**src/rtl/ss_pkg.sv**
```systemverilog
package ss_pkg;
  typedef enum logic [1:0] {
    ST_IDLE  = 2'd0,
    ST_DELAY = 2'd1,
    ST_RAMP  = 2'd2,
    ST_RUN   = 2'd3
  } ss_state_t;
endpackage

```
**src/rtl/ss_enable_qual.sv**
```systemverilog
module ss_enable_qual #(
  parameter int VID_W = 5
) (
  input  logic             vcc_ok,
  input  logic             pvcc_ok,
  input  logic             en_cmp,
  input  logic [VID_W-1:0] vid,
  output logic             en_ok
);
  // The all-ones identification code means "output off".
  logic vid_off;
  assign vid_off = &vid;
  assign en_ok   = vcc_ok & pvcc_ok & en_cmp & ~vid_off;
endmodule

```
**src/rtl/ss_tick_div.sv**
```systemverilog
module ss_tick_div #(
  parameter int N = 16
) (
  input  logic clk,
  input  logic rst,
  input  logic clr,
  input  logic tick,
  output logic wrap
);
  localparam int CNT_W = (N > 1) ? $clog2(N) : 1;
  localparam logic [CNT_W-1:0] LAST = CNT_W'(N - 1);

  logic [CNT_W-1:0] cnt;

  assign wrap = tick && (cnt == LAST);

  always_ff @(posedge clk) begin
    if (rst || clr) begin
      cnt <= '0;
    end else if (tick) begin
      cnt <= wrap ? '0 : cnt + 1'b1;
    end
  end

  // The count never passes its last value.
  AST_CNT_RANGE: assert property (@(posedge clk) disable iff (rst) cnt <= LAST);
endmodule

```
**src/rtl/ss_ramp_seq.sv**
```systemverilog
module ss_ramp_seq #(
  parameter int REF_W      = 8,
  parameter int VID_W      = 5,
  parameter int DLY_TICKS  = 16,
  parameter int STEP_TICKS = 16
) (
  input  logic             clk,
  input  logic             rst,
  input  logic             vcc_ok,
  input  logic             pvcc_ok,
  input  logic             en_cmp,
  input  logic [VID_W-1:0] vid,
  input  logic [REF_W-1:0] target_code,
  input  logic             ph_tick,
  input  logic             fb_above,
  output logic [REF_W-1:0] ref_code,
  output logic             drv_en,
  output logic             ss_done
);
  import ss_pkg::*;

  ss_state_t  state;
  logic       en_ok;
  logic       dly_wrap;
  logic       step_wrap;
  logic [REF_W-1:0] ref_inc;

  assign ref_inc = ref_code + 1'b1;

  ss_enable_qual #(.VID_W(VID_W)) i_qual (
    .vcc_ok (vcc_ok),
    .pvcc_ok(pvcc_ok),
    .en_cmp (en_cmp),
    .vid    (vid),
    .en_ok  (en_ok)
  );

  // Two separate dividers, each one held clear outside its own phase.
  ss_tick_div #(.N(DLY_TICKS)) i_dly_div (
    .clk (clk),
    .rst (rst),
    .clr (state != ST_DELAY),
    .tick(ph_tick),
    .wrap(dly_wrap)
  );

  ss_tick_div #(.N(STEP_TICKS)) i_step_div (
    .clk (clk),
    .rst (rst),
    .clr (state != ST_RAMP),
    .tick(ph_tick),
    .wrap(step_wrap)
  );

  always_ff @(posedge clk) begin
    if (rst || !en_ok) begin
      state    <= ST_IDLE;
      ref_code <= '0;
      drv_en   <= 1'b0;
      ss_done  <= 1'b0;
    end else begin
      case (state)
        ST_IDLE: begin
          state <= ST_DELAY;
        end
        ST_DELAY: begin
          if (dly_wrap) begin
            if (target_code == '0) begin
              state   <= ST_RUN;
              ss_done <= 1'b1;
              drv_en  <= 1'b1;
            end else begin
              state <= ST_RAMP;
            end
          end
        end
        ST_RAMP: begin
          if (ref_code >= target_code) begin
            // The target was lowered to or below the present code.
            ref_code <= target_code;
            state    <= ST_RUN;
            ss_done  <= 1'b1;
            drv_en   <= 1'b1;
          end else begin
            if (!fb_above) drv_en <= 1'b1;
            if (step_wrap) begin
              ref_code <= ref_inc;
              if (ref_inc == target_code) begin
                state   <= ST_RUN;
                ss_done <= 1'b1;
                drv_en  <= 1'b1;
              end
            end
          end
        end
        default: begin
          ref_code <= target_code;
          ss_done  <= 1'b1;
          drv_en   <= 1'b1;
        end
      endcase
    end
  end

  AST_IDLE_CLEAR: assert property (@(posedge clk) disable iff (rst)
    !$past(en_ok) |-> (ref_code == '0 && !drv_en && !ss_done));
  AST_DONE_TRACKS: assert property (@(posedge clk) disable iff (rst)
    ss_done |-> ref_code == $past(target_code));
  AST_ONE_STEP: assert property (@(posedge clk) disable iff (rst)
    ($past(state) == ST_RAMP && state == ST_RAMP) |->
      (ref_code == $past(ref_code) || ref_code == $past(ref_inc)));
  AST_DRV_HELD: assert property (@(posedge clk) disable iff (rst)
    ($past(state) == ST_RAMP && state == ST_RAMP && !$past(drv_en) && $past(fb_above))
      |-> !drv_en);
  AST_DRV_STICKY: assert property (@(posedge clk) disable iff (rst)
    (drv_en && en_ok) |=> drv_en);
  AST_DELAY_QUIET: assert property (@(posedge clk) disable iff (rst)
    (state == ST_DELAY || state == ST_IDLE) |-> (!drv_en && ref_code == '0));
endmodule

```
**config.mk**
```make
export PLATFORM = sky130hd
export DESIGN_NAME = ss_ramp_seq
export DESIGN_NICKNAME = d
export VERILOG_FILES = /design/src/rtl/ss_pkg.sv /design/src/rtl/ss_enable_qual.sv /design/src/rtl/ss_tick_div.sv /design/src/rtl/ss_ramp_seq.sv
export SDC_FILE = /design/constraint.sdc
export NUM_CORES = 1
export LEC_CHECK = 0
export ABC_AREA = 1
export ABC_CLOCK_PERIOD_IN_PS = 2000
export BUFFER_PORTS_ARGS = -buffer_cell sky130_fd_sc_hd__buf_2
export CORE_ASPECT_RATIO = 1.1
export CORE_MARGIN = 2
export CORE_UTILIZATION = 57
export CTS_BUF_LIST = sky130_fd_sc_hd__clkbuf_4 sky130_fd_sc_hd__clkbuf_8
export DETAILED_ROUTE_END_ITERATION = 7
export GPL_TIMING_DRIVEN = 1
export PLACE_DENSITY = 0.88
export SLEW_MARGIN = 20
export SYNTH_ARGS = -nofsm -noshare
export SYNTH_HDL_FRONTEND = slang
export SYNTH_SLANG_ARGS = --single-unit
```
**constraint.sdc**
```tcl
create_clock -name clk -period 2 [get_ports clk]
set_input_delay 0 -clock clk [delete_from_list [all_inputs] [get_ports clk]]
set_output_delay 0 -clock clk [all_outputs]
set_load 0.005 [all_outputs]
```
; ---- Yosys cells after proc, flatten, opt, wreduce, memory -nomap -nowiden
; Cells that the tools add are included.
[classes]
addsub = 3
magnitude_cmp = 1
eq_ne = 11
mux = 22
bitwise_logic = 6
reduce_logical = 15
[op_table]
columns = op, count
row1 = $mux 8, 2
row2 = $pmux 8 s2, 1
row3 = $mux 1, 10
row4 = $reduce_and 5->1, 2
row5 = $add 4x1->4 const B, 2
row6 = $add 8x1->8 const B, 1
row7 = $eq 4x4->1 const B, 2
row8 = $eq 8x8->1, 1
row9 = $ge 8x8->1, 1
row10 = $logic_not 8->1, 1
row11 = $mux 2, 4
row12 = $mux 4, 2
row13 = $pmux 1 s3, 2
row14 = $pmux 2 s3, 1
row15 = $ne 2x1->1 const B, 2
row16 = $ne 2x2->1 const B, 2
row17 = $reduce_and 4->1, 1
row18 = $and 1x1->1, 3
row19 = $logic_or 1x1->1, 3
row20 = $ne 3x2->1 const B, 1
row21 = $ne 3x3->1 const B, 1
row22 = $not 1->1, 3
row23 = $reduce_and 3->1, 1
row24 = $reduce_bool 3->1, 1
row25 = other kinds (7), 8
[word_totals]
regBits = 20
inputBits = 20
elab_cells = 64

; ---- Depth between registers and ports, before layout
; Gate-level depths: netlist of run 1.
[logic_depth]
ltp_word = 6
ltp_mapped = 15
ltp_nobuf = 15

; ---- Hierarchy
; A second synthesis of run 1 with hierarchy kept.
[hier_totals]
cells_unflattened = 266
area_unflattened_um2 = 1610.3
[modules_own_cells]
columns = module, n_inst, cells_each, area_per_inst_um2, seq_area_each_um2
row1 = ss_ramp_seq, 1, 203, 1193.6, 240.2
row2 = ss_tick_div, 2, 29, 197.7, 80.1
row3 = ss_enable_qual, 1, 5, 21.3, 0.0

; ---- Least setup slack after synthesis of run 1
; Ideal clock, no wire load.
[synth_path]
path_kind = reg2reg
from = reg ref_code[2]
to = reg ref_code[0]
setup_time_ns = 0.070
t_arrival_ns = 1.696
required_time_ns = 1.930
path_slack_ns = 0.234
stages_incl_launch_ff = 14
path_buffers = 1
period_less_slack_ns = 1.766
cell_sequence = dfxtp_1 -> ha_1 -> nand2_1 -> inv_1 -> nand2_1 -> nand2_1 -> nand2_1 -> nand3_1 -> nor2_4 -> nand2_1 -> nand2_1 -> buf_4 -> o21ai_1 -> a21oi_1
[synth_between]
elab_chain_cells = 3
[synth_rtl]
columns = item, line
row1 = "start, declared", ss_ramp_seq.sv:16  ; output logic [REF_W-1:0] ref_code,
row2 = "start signal, assigned", ss_ramp_seq.sv:80  ; ref_code <= target_code;
row3 = "start signal, assigned", ss_ramp_seq.sv:87  ; ref_code <= ref_inc;
row4 = "start signal, assigned", ss_ramp_seq.sv:97  ; ref_code <= target_code;
row5 = $ge 8x8->1 *, ss_ramp_seq.sv:78  ; if (ref_code >= target_code) begin
row6 = $mux 8 / $ne 3x2->1 (equally long branches), n/a
row7 = $pmux 8 s2 / $reduce_and 2->1 (equally long branches), n/a
; Mark *: on every way between the ends. The rest lies on a longest branch, timed or not.
; A chain may end at the register's enable or synchronous reset.

; ---- Worst setup path after layout of run 1
[layout_path]
from = reg ref_code[7]
to = reg ref_code[6]
; Same word-level chain as after synthesis.

==> impl_metrics.env, run 1 <==
export IMPL_synth_nets=289
export IMPL_hp_class="in -> reg"
export IMPL_synth_edf_count=0
export IMPL_clock_skew_ns=0.0186
export IMPL_preCtsSetupSlack_ns=0.188
export IMPL_p_int_w=0.000643
export IMPL_fillerInstances=232
export IMPL_finalCritPeriodShare_pct=92.8
export IMPL_synthFlopType="dfxtp_1"
export IMPL_sw_frac_of_total_pct=23.8
export IMPL_max_stage_delay_ns=0.34
export IMPL_r2r_start="ref_code[7]"
export IMPL_vias_per_cell=5.33
export IMPL_synth_seq_cells=20
export IMPL_ant_nets=0
export IMPL_crit_top_cell="nand2_1"
export IMPL_critical_path_slowest_cell="dfxtp_1"
export IMPL_final_nets=331
export IMPL_ys_types=27
export IMPL_worst_ir_drop_vdd_uv=360
export IMPL_dpl_hpwl_um=2990
export IMPL_wl_um=3690
export IMPL_pwr_share_clk_pct=41.0
export IMPL_grt_overflow_total=0
export IMPL_avgSynthCellArea_um2=6.31
export IMPL_drc=0
export IMPL_area_growth_pct=19.5
export IMPL_num_io_pins=30
export IMPL_hold_viol=0
export IMPL_port_buffers=29
export IMPL_crit_type="reg -> reg"
export IMPL_worstSetupEndpointType="register"
export IMPL_tightest_slew_ns=0.330
export IMPL_min_to="i_step_div.cnt[2]"
export IMPL_setup_ws_ns=0.144
export IMPL_syn_inst=254
export IMPL_start_util_pct=58.8
export IMPL_drive_above_1_share_pct=21.7
export IMPL_grt_total_usage_pct=25.8
export IMPL_path_cells="ha_1 > nand2_1 > a21oi_1 > nor2_1 > nand3_2 > nor2_4 > nand2_1 > nand2_1 > inv_1 > o21ai_0 > nor2_1"
export IMPL_power_density_nw_per_um2=440
export IMPL_clk_latency_ns=0.33
export IMPL_drv_cap=0
export IMPL_antenna_cells=0
export IMPL_cts_htree_levels=1
export IMPL_critPathArrivalTime_ns=2.07
export IMPL_seq_power_share_pct=47.5
export IMPL_die_area_um2=3250
export IMPL_clockBufferDepth=2
export IMPL_holdBufCountCts=0
export IMPL_p_switching_w=0.000201
export IMPL_crit_path_max_fanout=4
export IMPL_placementRows=20
export IMPL_setup_viol=0
export IMPL_synth_top_cell_by_area="dfxtp_1"
export IMPL_worstRegToRegCells=11
export IMPL_regToRegSetupSlack_ns=0.14
export IMPL_cp_required_ns=2.21
export IMPL_core_area_um2=2730
export IMPL_maxSlewViolCount=0
export IMPL_grt_pass1_wl_um=6180
export IMPL_clk_pin_slew_worst_paths_ns=0.14
export IMPL_hold_depth=4
export IMPL_r2r_end="ref_code[6]"
export IMPL_routedWlPerCell_um=11.2
export IMPL_synth_seq_area_share_pct=25.0
export IMPL_netlist_area_um2=1600
export IMPL_die_x_um=54.6
export IMPL_yosys_area_top_type_share_pct=25.0
export IMPL_final_area_um2=1920
export IMPL_drt_iter0_markers=54
export IMPL_die_h_um=59.6
export IMPL_critPathLaunchType="register"
export IMPL_cts_tree="built"
export IMPL_ys_warn_count=0
export IMPL_gp_congestion=0.908
export IMPL_cts_root_buf="clkbuf_4"
export IMPL_power_frac_comb_pct=11.4
export IMPL_hold_ws_ns=0.00780
export IMPL_drtPass1Iterations=4
export IMPL_cts_buffers=3
export IMPL_outcome="finished, final reports clean"
export IMPL_grt_max_degree=13
export IMPL_power_leakage_nw=0.938
export IMPL_async_flop_share_pct=0
export IMPL_finalCriticalPeriod_ns=1.86
export IMPL_placed_area_um2=1850
export IMPL_holdCritStartpoint="rst"
export IMPL_first_global_vias=1572
export IMPL_vias=1748
export IMPL_slew_headroom_pct=77.8
export IMPL_clock_sinks=20
export IMPL_antenna_found_initial=0
export IMPL_synth_area_leaders="dfxtp_1 25%, nand2_1 14%, ha_1 12%"
export IMPL_fmax_ghz=0.539
[final cells by class]
cell class              count  area [µm²]  area share [%]
flip-flops and latches     20         402            21.0
clock buffers               3        22.5            1.18
repair buffers             41         235            12.3
multi-input cells         196        1060            55.2
clock inverters             1        30.0            1.57
well taps                  33        41.3            2.16
inverters                  34         128            6.66
[routing by layer]
metal / track usage [%] / wire length (µm) / vias up
met5: 0 / 0 / -
met4: 10.4 / 65 / 0
met3: 2.78 / 172 / 7
met2: 46.3 / 1770 / 51
met1: 30.5 / 1680 / 783
li1: - / - / 907
[placed cells by master, fill, tap and decap left out]
master / count
ha_1: 15
or2_2: 2
nor3_1: 4
and3b_1: 1
buf_4: 12
and2_1: 1
nor2_1: 27
nand4_1: 6
dfxtp_1: 19
nor2_2: 6
a21oi_1: 16
and3_1: 1
nand3b_1: 1
inv_2: 1
a21o_1: 1
nand3_2: 3
nand3_1: 26
o21ai_1: 5
nand2_1: 60
dfxtp_2: 1
buf_2: 29
nor2_4: 3
xor2_1: 1
nor3b_1: 1
nand2_2: 3
bufinv_16: 1
o21ai_0: 13
clkbuf_4: 3
inv_1: 33
[registers in the layout, summed over array words and instances (netlist names)]
signal	cells
drv_en	1
ss_done	1
i_dly_div.cnt	4
ref_code	8
state	2
i_step_div.cnt	4
[synthesized netlist by cell type (2+ instances only)]
cell     count
a21oi_1     16
buf_4        2
dfxtp_1     20
ha_1        15
inv_1       33
nand2_1     60
nand2_2      3
nand3_1     27
nand3_2      2
nand4_1      6
nor2_1      28
nor2_2       5
nor2_4       3
nor3_1       4
o21ai_0     14
o21ai_1      4
or2_2        2
[logic make-up after synthesis]
family / count (synthesis) / synth area share (%)
buffers and inverters: 38 / 9.52
xor gates and xnor gates: 1 / 0.547
adders and majority gates: 15 / 11.7
DFF: 20 / 25.0
AOI/OAI and AO/OA: 35 / 11.1
and+or+nand+nor: 145 / 42.2
[metrics by stage]
step / utilization [%] / total power [W] / setup TNS (ns) / instances
2_1_floorplan: - / 0.000468 / 0 / 254
3_3_place_gp: 67.7 / 0.000501 / 0 / 323
3_5_place_dp: 67.7 / 0.000504 / 0 / 323
4_1_cts: 69.6 / 0.000842 / 0 / 327
5_1_grt: 70.2 / 0.000871 / -0.0912 / 328
6_report: 70.2 / 0.000844 / 0 / 328
[power groups by stage]
stage / Clock, W / Sequential, W / Combinational [W]
finish: 0.000346 / 0.000401 / 0.0000964
CTS: 0.000346 / 0.000401 / 0.0000951
floorplan: 0 / 0.000410 / 0.0000574
global route: 0.000360 / 0.000401 / 0.000110
detailed placement: 0 / 0.000410 / 0.0000941
global placement: 0 / 0.000410 / 0.0000915
[worst max-delay path, delay by kind of cell (launching register included)]
family          cells  cell delay, ns
simple gates        7            0.81
flops               1            0.34
fa+ha+maj           1            0.28
compound gates      2            0.21
buf+inv             1            0.10
[worst max path at each step]
stage	from	to	slack, ns	depth (start not counted)
after floorplan	ref_code[2]	ref_code[0]	0.23	13
after global placement	ref_code[0]	state[0]	0.16	11
after detailed placement	ref_code[0]	state[0]	0.19	11
after CTS	ref_code[7]	ref_code[2]	0.14	11
after global routing	ref_code[7]	ref_code[6]	-0.03	11
final	ref_code[7]	ref_code[6]	0.14	11
[repair_timing]
item	4_1_cts	5_1_grt
buffers inserted	0	1
resized for setup	0	4
endpoints found under the setup margin	0	9
No activity file was read; power rests on OpenSTA's default activity.
==> inputs of run 2 (changes only) <==
--- a/config.mk
+++ b/config.mk
@@ -5,16 +5,14 @@
 export SDC_FILE = /design/constraint.sdc
 export NUM_CORES = 1
 export LEC_CHECK = 0
-export ABC_AREA = 1
 export ABC_CLOCK_PERIOD_IN_PS = 2000
 export BUFFER_PORTS_ARGS = -buffer_cell sky130_fd_sc_hd__buf_2
 export CORE_ASPECT_RATIO = 1.1
 export CORE_MARGIN = 2
-export CORE_UTILIZATION = 57
-export CTS_BUF_LIST = sky130_fd_sc_hd__clkbuf_4 sky130_fd_sc_hd__clkbuf_8
+export CORE_UTILIZATION = 55
 export DETAILED_ROUTE_END_ITERATION = 7
 export GPL_TIMING_DRIVEN = 1
-export PLACE_DENSITY = 0.88
+export PLACE_DENSITY = 0.85
 export SLEW_MARGIN = 20
 export SYNTH_ARGS = -nofsm -noshare
 export SYNTH_HDL_FRONTEND = slang
==> run 2 against run 1 <==
- the flow now finishes with violations (negative setup slack)
- largest cell class unchanged
- final cell count shrank 17%
- first-iteration DRC count grew 130%
- clock-buffer cell count grew 1
- critical endpoint is now state[1]
- combinational power grew 16%
- hold slack gained 0.017 ns
==> impl_metrics.env, run 2 <==
export IMPL_regMostFlops="ref_code"
export IMPL_yosys_top_cells_count="20 x dfxtp_1, 15 x ha_1, 14 x nand2_1"
export IMPL_synth_top_cell_by_area="dfxtp_1"
export IMPL_placementRows=20
export IMPL_hp_class="in -> reg"
export IMPL_start_util_pct=56.7
export IMPL_ys_types=42
export IMPL_core_area_um2=2730
export IMPL_clock_sinks=20
export IMPL_tightest_slew_ns=0.545
export IMPL_violations="negative setup slack"
export IMPL_final_area_um2=2090
export IMPL_antenna_cells=0
export IMPL_final_cell_mix="29 x buf_2, 24 x buf_4, 16 x dfxtp_1, 14 x nand2_1"
export IMPL_synth_area_leaders="dfxtp_1 26%, ha_1 12%, mux2i_1 7.8%"
export IMPL_die_h_um=59.6
export IMPL_fillerInstances=179
export IMPL_placed_area_um2=1890
export IMPL_clockBufferDepth=2
export IMPL_cts_htree_levels=1
export IMPL_drc=0
export IMPL_drtPass1Iterations=5
export IMPL_cts_tree="built"
export IMPL_rsz0062_at_grt="yes"
export IMPL_power_frac_comb_pct=15.6
export IMPL_first_global_vias=1431
export IMPL_grt_max_degree=12
export IMPL_vias_per_cell=6.30
export IMPL_clk_latency_ns=0.31
export IMPL_maxSlewViolCount=0
export IMPL_sw_frac_of_total_pct=26.3
export IMPL_drive_above_1_share_pct=36.3
export IMPL_synth_seq_cells=20
export IMPL_critPathArrivalTime_ns=2.32
export IMPL_slew_headroom_pct=63.3
export IMPL_synthFlopType="dfxtp_1"
export IMPL_grt_pass1_wl_um=6480
export IMPL_finalCritPeriodShare_pct=104
export IMPL_netlist_area_um2=1550
export IMPL_crit_type="reg -> reg"
export IMPL_worstSetupEndpointType="register"
export IMPL_p_switching_w=0.000189
export IMPL_outcome="finished, violations left"
export IMPL_drv_cap=0
export IMPL_cp_required_ns=2.24
export IMPL_final_nets=276
export IMPL_cts_buffers=3
export IMPL_power_density_nw_per_um2=343
export IMPL_avgSynthCellArea_um2=8.45
export IMPL_largest_reg_flops=8
export IMPL_setup_viol=5
export IMPL_top_regs="ref_code: 8 flops, i_dly_div.cnt: 4 flops, i_step_div.cnt: 4 flops"
export IMPL_yosysMostFrequentCell="dfxtp_1"
export IMPL_clock_skew_ns=0.00757
export IMPL_final_common_cell="buf_2"
export IMPL_antenna_found_initial=0
export IMPL_synth_nets=218
export IMPL_ant_nets=0
export IMPL_worstRegToRegCells=7
export IMPL_drt_iter0_markers=122
export IMPL_clk_pin_slew_worst_paths_ns=0.12
export IMPL_fin_util_pct=76.8
export IMPL_num_io_pins=30
export IMPL_finalCriticalPeriod_ns=2.08
export IMPL_area_growth_pct=35.4
export IMPL_setup_ws_ns=-0.0820
export IMPL_port_buffers=29
export IMPL_vias=1719
export IMPL_hold_viol=0
export IMPL_synth_seq_area_share_pct=25.9
export IMPL_worst_ir_drop_vdd_uv=310
export IMPL_seq_power_share_pct=55.5
export IMPL_synth_edf_count=0
export IMPL_die_x_um=54.6
export IMPL_hold_ws_ns=0.0244
export IMPL_async_flop_share_pct=0
export IMPL_power_leakage_nw=0.919
export IMPL_grt_overflow_total=0
export IMPL_gp_congestion=0.924
export IMPL_finalNonFillerCells=273
export IMPL_crit_path_max_fanout=6
export IMPL_p_int_w=0.000529
export IMPL_ys_warn_count=0
export IMPL_dp_cells=265
export IMPL_syn_inst=183
export IMPL_dpl_hpwl_um=3160
export IMPL_critPathLaunchType="register"
export IMPL_wl_um=4570
export IMPL_routedWlPerCell_um=16.7
export IMPL_grt_total_usage_pct=27.4
export IMPL_die_area_um2=3250
export IMPL_yosys_area_top_type_share_pct=25.9
export IMPL_fmax_ghz=0.480
export IMPL_hold_depth=3
export IMPL_pwr_share_clk_pct=28.9
export IMPL_cts_root_buf="clkbuf_4"
run 2: changes by cell type after synthesis, moves of 5 or more:
cell | before | now
a21oi_1 | 16 | 4
mux2i_1 | 0 | 12
o21ai_0 | 14 | 6
nand2b_1 | 0 | 5
xor2_1 | 1 | 6
nand3_1 | 27 | 7
nor2_1 | 28 | 13
nand2_1 | 60 | 14
xnor2_1 | 0 | 6
inv_1 | 33 | 11
o22ai_1 | 0 | 7
nor2_2 | 5 | 0
run 2: through the flow:
stage	TNS [ns]	total power [W]	setup WS, ns
finish	-0.266	0.000718	-0.0820
detailed placement	-0.856	0.000501	-0.117
global placement	-0.584	0.000498	-0.0945
floorplan	-0.0140	0.000461	-0.0140
global route	-0.812	0.000749	-0.150
CTS	-0.216	0.000708	-0.104
run 2: per-layer routing:
| metal | vias up | global-route usage, % | part of all wire (%) |
|---|---|---|---|
| met5 | - | 0 | 0 |
| met4 | 0 | 10.0 | 3.8 |
| met3 | 34 | 3.79 | 6.7 |
| met2 | 95 | 48.2 | 51 |
| met1 | 803 | 33.0 | 38 |
| li1 | 787 | - | - |
run 2: cells by family (layout without fill, tap and decap cells):
logic type	Yosys count	after routing	synth area share, %
AO/OA/AOI/OAI	39	39	17.0
XOR/XNOR	12	12	6.80
adder cells (fa/ha/maj)	15	15	12.1
buffers and inverters	16	73	5.26
flip-flops	20	20	25.9
multiplexers	13	13	8.50
AND/OR/NAND/NOR	68	68	24.4
run 2: layout make-up:
| class | instances | area [µm²] | area share (%) |
|---|---|---|---|
| Tap cell | 33 | 41.3 | 1.97 |
| Inverter | 11 | 41.3 | 1.97 |
| Sequential cell | 20 | 410 | 19.6 |
| Clock buffer | 4 | 26.3 | 1.25 |
| Multi-Input combinational cell | 147 | 1200 | 57.1 |
| Timing Repair Buffer | 58 | 379 | 18.1 |
run 2: final timing paths:
check	start	to	slack [ns]
setup reg to reg	ref_code[0]	state[1]	-0.08
setup / recovery	ref_code[0]	state[1]	-0.08
hold reg to reg	drv_en	drv_en	0.52
hold / removal	target_code[7]	ref_code[7]	0.02
run 2: repair_timing:
item	CTS	global route
setup endpoints to repair	11	12
gates cloned	0	0
pin swaps	8	10
endpoints found under the hold margin	2	0
hold buffers	2	0
buffers inserted	0	2
resized for setup	11	15
run 2: power by group through the flow:
stage	sequential (W)	combinational (W)	clock, W
finish	0.000398	0.000112	0.000207
global route	0.000399	0.000121	0.000229
CTS	0.000400	0.000102	0.000206
detailed placement	0.000409	0.0000926	0
global placement	0.000409	0.0000897	0
floorplan	0.000408	0.0000530	0
run 2: worst max-delay path: stages (launching register included):
cell	delay (ns)
dfxtp_4	0.40
ha_4	0.19
nand3_2	0.12
nor3_2	0.20
a31oi_1	0.10
or4_4	0.52
a211oi_4	0.27
mux2i_1	0.22
==> inputs of run 3 (changes only) <==
--- a/config.mk
+++ b/config.mk
@@ -12,6 +12,7 @@
 export CORE_UTILIZATION = 55
 export DETAILED_ROUTE_END_ITERATION = 7
 export GPL_TIMING_DRIVEN = 1
+export MAX_ROUTING_LAYER = met4
 export PLACE_DENSITY = 0.85
 export SLEW_MARGIN = 20
 export SYNTH_ARGS = -nofsm -noshare
==> run 3 against run 2 <==
- the run still ends with negative setup slack left
- critical path depth did not move
- sequential cell count is the same
- sequential share of layout area is the same
- total power is 0.27% higher
- die area stayed put
==> impl_metrics.env, run 3 (synthesized netlist as in run 2, its figures left out) <==
export IMPL_outcome="finished, violations left"
export IMPL_violations="negative setup slack"
export IMPL_vias=1706
export IMPL_critical_path_slowest_cell="or4_4"
export IMPL_fillerInstances=179
export IMPL_clock_skew_ns=0.00873
export IMPL_antenna_cells=0
export IMPL_final_common_cell="buf_2"
export IMPL_cts_htree_levels=1
export IMPL_clock_sinks=20
export IMPL_tightest_slew_ns=0.496
export IMPL_top_regs="ref_code: 8 flops, i_dly_div.cnt: 4 flops, i_step_div.cnt: 4 flops"
export IMPL_worst_ir_drop_vdd_uv=312
export IMPL_cts_root_buf="clkbuf_4"
export IMPL_hold_viol=0
export IMPL_final_area_um2=2090
export IMPL_drtPass1Iterations=5
export IMPL_clockBufferDepth=2
export IMPL_regMostFlops="ref_code"
export IMPL_die_h_um=59.6
export IMPL_path_buf_inv=0
export IMPL_cp_required_ns=2.24
export IMPL_max_stage_delay_ns=0.52
export IMPL_critPathArrivalTime_ns=2.32
export IMPL_rsz0062_at_grt="yes"
export IMPL_start_util_pct=56.7
export IMPL_crit_path_max_fanout=6
export IMPL_grt_overflow_total=0
export IMPL_power_leakage_nw=0.919
export IMPL_finalCriticalPeriod_ns=2.08
export IMPL_final_cell_mix="29 x buf_2, 24 x buf_4, 16 x dfxtp_1, 14 x nand2_1"
export IMPL_num_io_pins=30
export IMPL_placed_area_um2=1890
export IMPL_clk_pin_slew_worst_paths_ns=0.12
export IMPL_routedWlPerCell_um=16.8
export IMPL_critPathLaunchType="register"
export IMPL_ant_nets=0
export IMPL_cts_tree="built"
export IMPL_vias_per_cell=6.25
export IMPL_dp_cells=265
export IMPL_worstSetupEndpointType="register"
export IMPL_grt_max_degree=12
export IMPL_drive_above_1_share_pct=36.3
export IMPL_setup_ws_ns=-0.0789
export IMPL_die_x_um=54.6
export IMPL_fmax_ghz=0.481
export IMPL_drt_iter0_markers=80
export IMPL_grt_pass1_wl_um=6490
export IMPL_slew_headroom_pct=66.6
export IMPL_hp_class="in -> reg"
export IMPL_area_growth_pct=35.4
export IMPL_port_buffers=29
export IMPL_drv_cap=0
export IMPL_crit_type="reg -> reg"
export IMPL_final_nets=276
export IMPL_die_area_um2=3250
export IMPL_power_density_nw_per_um2=344
export IMPL_cts_buffers=3
export IMPL_finalCritPeriodShare_pct=104
export IMPL_grt_total_usage_pct=28.1
export IMPL_finalNonFillerCells=273
export IMPL_antenna_found_initial=0
export IMPL_setup_viol=7
export IMPL_path_cells="ha_4 > nand3_2 > nor3_2 > a31oi_1 > or4_4 > a211oi_4 > mux2i_1"
export IMPL_first_global_vias=1438
export IMPL_core_area_um2=2730
export IMPL_wl_um=4580
export IMPL_drc=0
export IMPL_preCtsSetupSlack_ns=-0.117
export IMPL_gp_congestion=0.941
export IMPL_largest_reg_flops=8
export IMPL_path_delay_family="simple AND/OR/NAND/NOR gates"
export IMPL_dpl_hpwl_um=3160
export IMPL_tns_ns=-0.284
export IMPL_placementRows=20
export IMPL_maxSlewViolCount=0
export IMPL_clk_latency_ns=0.32
export IMPL_hold_ws_ns=0.0223
## run 3: cell counts in the layout (fill, tap and decap cells not counted)
Identical to the previous run, type by type.
## run 3: power breakdown
group	total [W]	internal [W]	switching, W
Sequential	0.000398	0.000397	0.00000165
Combinational	0.000112	0.0000540	0.0000576
Clock	0.000210	0.0000781	0.000131
## run 3: cell type report
cell class | count | area (µm²) | area share (%)
Multi-Input combinational cell | 147 | 1200 | 57.1
Sequential cell | 20 | 410 | 19.6
Timing Repair Buffer | 58 | 379 | 18.1
Inverter | 11 | 41.3 | 1.97
Tap cell | 33 | 41.3 | 1.97
Clock buffer | 4 | 26.3 | 1.25
## run 3: per-stage QoR
stage	util [%]	power, W
final	76.8	0.000720
after global routing	76.8	0.000749
after CTS	73.3	0.000708
after detailed placement	69.4	0.000501
after global placement	69.4	0.000498
after floorplan	-	0.000461
## run 3: what timing repair did
action	4_1_cts	5_1_grt
endpoints found under the hold margin	2	0
setup buffers	0	2
gates resized for setup	11	15
endpoints found under the setup margin	11	12
pin swaps	8	10
hold buffers	2	0
## run 3: final timing paths
check | start | end | slack (ns) | cells past startpoint
max | ref_code[0] | state[0] | -0.08 | 7
min | target_code[7] | ref_code[7] | 0.02 | 3
max reg2reg | ref_code[0] | state[0] | -0.08 | 7
min reg2reg | drv_en | drv_en | 0.53 | 2
## run 3: per-layer routing
metal / vias up / share of wire [%] / GRT usage, %
met4: 0 / 3.0 / 10.0
li1: 788 / - / -
met5: - / 0 / -
met3: 18 / 5.3 / 3.79
met2: 75 / 52 / 48.2
met1: 825 / 39 / 32.8
## run 3: worst min-delay path: stages
cell,delay [ns]
buf_2,0.13
mux2i_1,0.08
o22ai_1,0.09
